[config.mk]
export PLATFORM = sky130hd
export DESIGN_NAME = dpwm_dac
export DESIGN_NICKNAME = d
export VERILOG_FILES = /design/src/rtl/dpwm_pkg.sv /design/src/rtl/dpwm_timebase.sv /design/src/rtl/dpwm_code_ctrl.sv /design/src/rtl/dpwm_modulator.sv /design/src/rtl/dpwm_dac.sv
export SDC_FILE = /design/constraint.sdc
export NUM_CORES = 1
export LEC_CHECK = 0
export CAP_MARGIN = 5
export CORE_ASPECT_RATIO = 0.7
export CORE_MARGIN = 8
export CORE_UTILIZATION = 40
export CTS_CLUSTER_DIAMETER = 120
export DETAILED_ROUTE_END_ITERATION = 8
export DONT_BUFFER_PORTS = 1
export PLACE_DENSITY = 0.58
export RECOVER_POWER = 50
export SYNTH_ARGS = -nofsm -noshare
export SYNTH_HDL_FRONTEND = slang
export SYNTH_HIERARCHICAL = 1
export SYNTH_SLANG_ARGS = --single-unit
[constraint.sdc]
create_clock -name clk -period 3.67 [get_ports clk]
set_input_delay 0 -clock clk [delete_from_list [all_inputs] [get_ports clk]]
set_output_delay 0 -clock clk [all_outputs]
set_load 0.03 [all_outputs]
[src/rtl/dpwm_pkg.sv]
package dpwm_pkg;
  typedef enum logic [1:0] {
    OP_LOAD   = 2'd0,
    OP_FINE   = 2'd1,
    OP_COARSE = 2'd2,
    OP_KEEP   = 2'd3
  } dpwm_op_e;
endpackage

[src/rtl/dpwm_timebase.sv]
module dpwm_timebase #(
  parameter int BASE_W = 10,
  parameter int FRAC_W = 4
) (
  input  logic              clk,
  input  logic              rst,
  output logic [BASE_W-1:0] cnt_o,
  output logic [FRAC_W-1:0] grp_o,
  output logic              grp_end_o
);
  // count within a period, and period index within a group
  always_ff @(posedge clk) begin
    if (rst) begin
      cnt_o <= '0;
      grp_o <= '0;
    end else begin
      cnt_o <= cnt_o + 1'b1;
      if (&cnt_o) grp_o <= grp_o + 1'b1;
    end
  end

  assign grp_end_o = (&cnt_o) & (&grp_o);
endmodule

[src/rtl/dpwm_code_ctrl.sv]
module dpwm_code_ctrl
  import dpwm_pkg::*;
#(
  parameter int CODE_W    = 14,
  parameter int FRAC_W    = 4,
  parameter int INIT_CODE = 8192
) (
  input  logic              clk,
  input  logic              rst,
  input  logic              cmd_valid_i,
  output logic              cmd_ready_o,
  input  logic [1:0]        cmd_op_i,
  input  logic              cmd_up_i,
  input  logic [CODE_W-1:0] cmd_code_i,
  input  logic              slope_neg_i,
  input  logic              grp_end_i,
  output logic [CODE_W-1:0] act_code_o,
  output logic [CODE_W-1:0] pend_code_o,
  output logic              rail_lo_o,
  output logic              rail_hi_o
);
  localparam logic [CODE_W:0] CODE_MAX = {1'b0, {CODE_W{1'b1}}};
  localparam logic [CODE_W:0] STEP_C   = (CODE_W+1)'(1) << FRAC_W;
  localparam logic [CODE_W:0] STEP_F   = (CODE_W+1)'(1);

  dpwm_op_e        op;
  logic            pend;
  logic            accept;
  logic            raise;
  logic [CODE_W:0] step;
  logic [CODE_W:0] wide;
  logic [CODE_W:0] up_sum;
  logic [CODE_W-1:0] nxt_code;
  logic            nxt_lo;
  logic            nxt_hi;

  assign op          = dpwm_op_e'(cmd_op_i);
  assign cmd_ready_o = ~pend;
  assign accept      = cmd_valid_i & ~pend;
  assign raise       = cmd_up_i ^ slope_neg_i;
  assign step        = (op == OP_COARSE) ? STEP_C : STEP_F;
  assign wide        = {1'b0, act_code_o};
  assign up_sum      = wide + step;

  always_comb begin
    nxt_code = act_code_o;
    nxt_lo   = 1'b0;
    nxt_hi   = 1'b0;
    case (op)
      OP_LOAD: nxt_code = cmd_code_i;
      OP_KEEP: nxt_code = act_code_o;
      default: begin
        if (raise) begin
          if (up_sum > CODE_MAX) begin
            nxt_code = CODE_MAX[CODE_W-1:0];
            nxt_hi   = 1'b1;
          end else begin
            nxt_code = up_sum[CODE_W-1:0];
          end
        end else begin
          if (wide < step) begin
            nxt_code = '0;
            nxt_lo   = 1'b1;
          end else begin
            nxt_code = act_code_o - step[CODE_W-1:0];
          end
        end
      end
    endcase
  end

  always_ff @(posedge clk) begin
    if (rst) begin
      pend        <= 1'b0;
      act_code_o  <= CODE_W'(INIT_CODE);
      pend_code_o <= CODE_W'(INIT_CODE);
      rail_lo_o   <= 1'b0;
      rail_hi_o   <= 1'b0;
    end else begin
      if (pend && grp_end_i) begin
        act_code_o <= pend_code_o;
        pend       <= 1'b0;
      end
      if (accept) begin
        pend        <= 1'b1;
        pend_code_o <= nxt_code;
        rail_lo_o   <= nxt_lo;
        rail_hi_o   <= nxt_hi;
      end
    end
  end
endmodule

[src/rtl/dpwm_modulator.sv]
module dpwm_modulator #(
  parameter int BASE_W = 10,
  parameter int FRAC_W = 4,
  localparam int CODE_W = BASE_W + FRAC_W
) (
  input  logic              clk,
  input  logic              rst,
  input  logic [BASE_W-1:0] cnt_i,
  input  logic [FRAC_W-1:0] grp_i,
  input  logic [CODE_W-1:0] code_i,
  output logic              pwm_o
);
  logic [FRAC_W-1:0] grp_rev;
  logic [FRAC_W-1:0] frac;
  logic [BASE_W:0]   width;
  logic              ext;

  // reversed period index spreads extended periods over the group
  for (genvar i = 0; i < FRAC_W; i++) begin : g_rev
    assign grp_rev[i] = grp_i[FRAC_W-1-i];
  end

  assign frac  = code_i[FRAC_W-1:0];
  assign ext   = grp_rev < frac;
  assign width = {1'b0, code_i[CODE_W-1:FRAC_W]} + {{BASE_W{1'b0}}, ext};

  always_ff @(posedge clk) begin
    if (rst) pwm_o <= 1'b0;
    else     pwm_o <= {1'b0, cnt_i} < width;
  end
endmodule

[src/rtl/dpwm_dac.sv]
module dpwm_dac #(
  parameter int BASE_W    = 10,
  parameter int FRAC_W    = 4,
  parameter int INIT_CODE = 1 << (BASE_W + FRAC_W - 1),
  localparam int CODE_W   = BASE_W + FRAC_W
) (
  input  logic              clk,
  input  logic              rst,
  input  logic              cmd_valid_i,
  output logic              cmd_ready_o,
  input  logic [1:0]        cmd_op_i,
  input  logic              cmd_up_i,
  input  logic [CODE_W-1:0] cmd_code_i,
  input  logic              slope_neg_i,
  output logic              pwm_o,
  output logic              rail_lo_o,
  output logic              rail_hi_o
);
  logic [BASE_W-1:0] cnt_val;
  logic [FRAC_W-1:0] grp_idx;
  logic              grp_end;
  logic [CODE_W-1:0] act_code;
  logic [CODE_W-1:0] pend_code;

  dpwm_timebase #(.BASE_W(BASE_W), .FRAC_W(FRAC_W)) tb_i (
    .clk       (clk),
    .rst       (rst),
    .cnt_o     (cnt_val),
    .grp_o     (grp_idx),
    .grp_end_o (grp_end)
  );

  dpwm_code_ctrl #(.CODE_W(CODE_W), .FRAC_W(FRAC_W), .INIT_CODE(INIT_CODE)) ctrl_i (
    .clk         (clk),
    .rst         (rst),
    .cmd_valid_i (cmd_valid_i),
    .cmd_ready_o (cmd_ready_o),
    .cmd_op_i    (cmd_op_i),
    .cmd_up_i    (cmd_up_i),
    .cmd_code_i  (cmd_code_i),
    .slope_neg_i (slope_neg_i),
    .grp_end_i   (grp_end),
    .act_code_o  (act_code),
    .pend_code_o (pend_code),
    .rail_lo_o   (rail_lo_o),
    .rail_hi_o   (rail_hi_o)
  );

  dpwm_modulator #(.BASE_W(BASE_W), .FRAC_W(FRAC_W)) mod_i (
    .clk    (clk),
    .rst    (rst),
    .cnt_i  (cnt_val),
    .grp_i  (grp_idx),
    .code_i (act_code),
    .pwm_o  (pwm_o)
  );
endmodule

==> impl_metrics.tcl <==
set metrics [dict create \
    cp_slowest_cell "dfxtp_1" \
    diodes 0 \
    io_pins 25 \
    fin_cells 511 \
    synth_enable_flop_cells 0 \
    cpMostUsedCell "ha_1" \
    cap_violations 0 \
    synth_top_area_share 0.269 \
    synth_top_flop_cell "dfxtp_1" \
    num_rows 28 \
    antenna_found_initial 0 \
    peakVddDrop_mv 0.167 \
    clock-root-buffer "clkbuf_16" \
    place_inst 500 \
    rsz0062_at_grt "false" \
    die_width_um 127 \
    worst_pin_slew_ns 0.981 \
    fin_area_um2 3600 \
    synth.yosys.seq_area_share 0.269 \
    synthCells 418 \
    nets 452 \
    routed_via_density 6.16 \
    grt_pass1_vias 2889 \
    cts-buffers-inserted 5 \
    drive_gt1_frac 0.0788 \
    synth_area_leader_cell "dfxtp_1" \
    status "completed" \
    timing.final.ws_setup_ns 0.341 \
    synthesis.nets 465 \
    end_kind "register" \
    slew_viol_final 0 \
    worstHoldPathType "primary input to register" \
    firstDrtPassIters 5 \
    drc 0 \
    crit_arrival_ns 3.55 \
    ant_nets 0 \
    placed_area_um2 3450 \
    hpwlAfterDp_um 6910 \
    track_usage 0.167 \
    critical_path.max_fanout 10 \
    cts_resized 0 \
    clock_latency_ns 0.30 \
    die_y_um 93.5 \
    hold_ws_ns 0.0158 \
    place_congestion 0.915 \
    cts.htree.levels 2 \
    fmax_mhz 300 \
    yosys_warnings 6 \
    crit_path_start_kind "register" \
    power_mw 1.17 \
    p_leak_nw 1.27 \
    cp_slowest_stage_delay_ns 0.50 \
    clk_pin_slew_ns 0.07 \
    layout_worst_path_cycle_share 0.907 \
    die_area_um2 11800 \
    portBuffers 0 \
    synth_cell_type_count 70 \
    final-hold-violation-count 0 \
    core_um2 8370 \
    p_per_area_nw_per_um2 325 \
    vias 3147 \
    period_needed_ns 3.33 \
    wl_per_cell_um 19.2 \
    grt_start_max_net_pins 48 \
    synth_area_leaders "dfxtp_1, ha_1, nand2_1" \
    dp_worst_setup_slack_ns 0.412 \
    cts_buffer_depth 2 \
    fin_util 0.431 \
    wirelength_um 9820 \
    max_slew_margin 0.339 \
    async_reset_ff_frac 0 \
    crit_required_ns 3.89 \
    worst-setup-path-type "register to register" \
    ys_ff_latch 46 \
    grt_first_pass_wirelength_um 15800 \
    cts_tree "done" \
    grt_remaining_overflow 0 \
    worstPathCellList "inv_1 -> ha_1 -> a21o_1 -> a21o_1 -> a21oi_1 -> ha_1 -> ha_1 -> inv_1 -> nor2_1 -> nand3_1 -> xor2_1 -> ha_1 -> a21o_1 -> a21oi_1 -> nor2_1 -> a211oi_2" \
    synth_area_um2 3430 \
    tns_ns 0 \
    avgSynthCellArea_um2 8.20 \
    drt_iter0_markers 291 \
    skew_ns 0.00821 \
    start_util 0.410 \
    setup_viol_count_final 0 \
    areaGrowthSynthToFinish_pct 5.11 \
    cts_sinks 46 \
]
## cells by family after synthesis
logic type / synth area share
and+or+nand+nor: 0.254
muxes: 0.0252
buffers and inverters: 0.0602
xor gates and xnor gates: 0.0664
AOI/OAI and AO/OA: 0.231
adders and majority gates: 0.0949
DFF: 0.269
## worst paths after layout
kind | cells past startpoint | slack [ns] | end | startpoint
worst min register to register | 2 | 0.45 | ctrl_i/act_code_o[10]$_SDFFE_PP0P_ | ctrl_i/pend_code_o[10]$_SDFFE_PP0P_
worst min-delay path | 2 | 0.02 | ctrl_i/rail_hi_o$_SDFFE_PP0P_ | rst
worst max-delay path | 16 | 0.34 | mod_i/pwm_o$_SDFF_PP0_ | ctrl_i/act_code_o[1]$_SDFFE_PP0P_
worst max register to register | 16 | 0.34 | mod_i/pwm_o$_SDFF_PP0_ | ctrl_i/act_code_o[1]$_SDFFE_PP0P_
## synth_stat cells (all sizes together) (4+ instances only)
master   number
dfxtp        46
clkbuf       16
buf          12
mux2          5
a2111oi       4
nor4          5
nor3         14
a21oi        34
nand2b        8
a221oi       10
xor2         15
nand2        47
nand3        20
or3           4
ha           26
inv          16
a22oi         4
nor2b         7
nor2         32
o21ai        16
a211oi        5
a221o         6
xnor2        11
nand4         7
a21o          5
## cell type report
class | instances | area [um^2]
clock inverter | 3 | 21.3
tap | 105 | 131
timing repair buffer | 8 | 77.6
fill | 856 | 4770
multi-input combinational | 328 | 2270
clock buffer | 5 | 125
inverter | 16 | 60.1
sequential | 46 | 921
## sequential cells by signal, summed over array words and instances (netlist names)
register and cells:
ctrl_i/rail_lo_o 1, ctrl_i/rail_hi_o 1, tb_i/grp_o 4, tb_i/cnt_o 10, ctrl_i/pend_code_o 14, ctrl_i/pend 1, mod_i/pwm_o 1, ctrl_i/act_code_o 14
## layer usage
metal / global-route usage / share of wire / routed length [um]
met1: 0.251 / 0.51 / 5030
met2: 0.228 / 0.39 / 3870
met3: 0.0369 / 0.080 / 784
met4: 0.0434 / 0.013 / 129
met5: 0 / 0 / 0
## report_power, final
part / total [mW] / switching, mW / internal (mW)
Sequential: 0.530 / 0.0130 / 0.517
Clock: 0.469 / 0.216 / 0.253
Combinational: 0.174 / 0.108 / 0.0665
## placed cells by master (no fill, tap or decap), types with 3 or more instances in the layout
cell | netlist | final
xor2_1 | 15 | 15
nor3_1 | 12 | 13
nand2b_1 | 8 | 8
buf_4 | 1 | 5
a21o_1 | 5 | 5
a22o_1 | 3 | 3
nand3b_1 | 3 | 3
a21oi_1 | 34 | 34
mux2_2 | 3 | 3
inv_1 | 16 | 16
o21ai_1 | 5 | 4
ha_1 | 26 | 26
or3_1 | 3 | 3
nor4_1 | 3 | 4
a211oi_1 | 4 | 4
o21ai_0 | 9 | 11
a221o_1 | 6 | 6
and3_1 | 3 | 3
nand3_1 | 19 | 20
nand4_1 | 5 | 6
a221oi_1 | 9 | 9
nor2b_1 | 7 | 7
dfxtp_1 | 46 | 46
mux2i_1 | 3 | 3
nor2_1 | 30 | 30
xnor2_1 | 11 | 11
a22oi_1 | 4 | 4
and2_1 | 3 | 3
nand2_1 | 47 | 47
clkbuf_16 | 0 | 5
## repair_timing
item	in CTS	in global routing
hold endpoints to repair	44	0
hold buffers	3	0
setup buffers	0	0
setup endpoints to repair	0	0
## critical path, delay by kind of cell, from the launching register on
| kind | cells | cell delay, ns |
|---|---|---|
| fa+ha+maj | 4 | 1.03 |
| compound gates | 6 | 1.00 |
| flops | 1 | 0.50 |
| simple gates | 3 | 0.36 |
| buf+inv | 2 | 0.18 |
| xor+xnor | 1 | 0.17 |
Power figures use the tool's default switching activity.
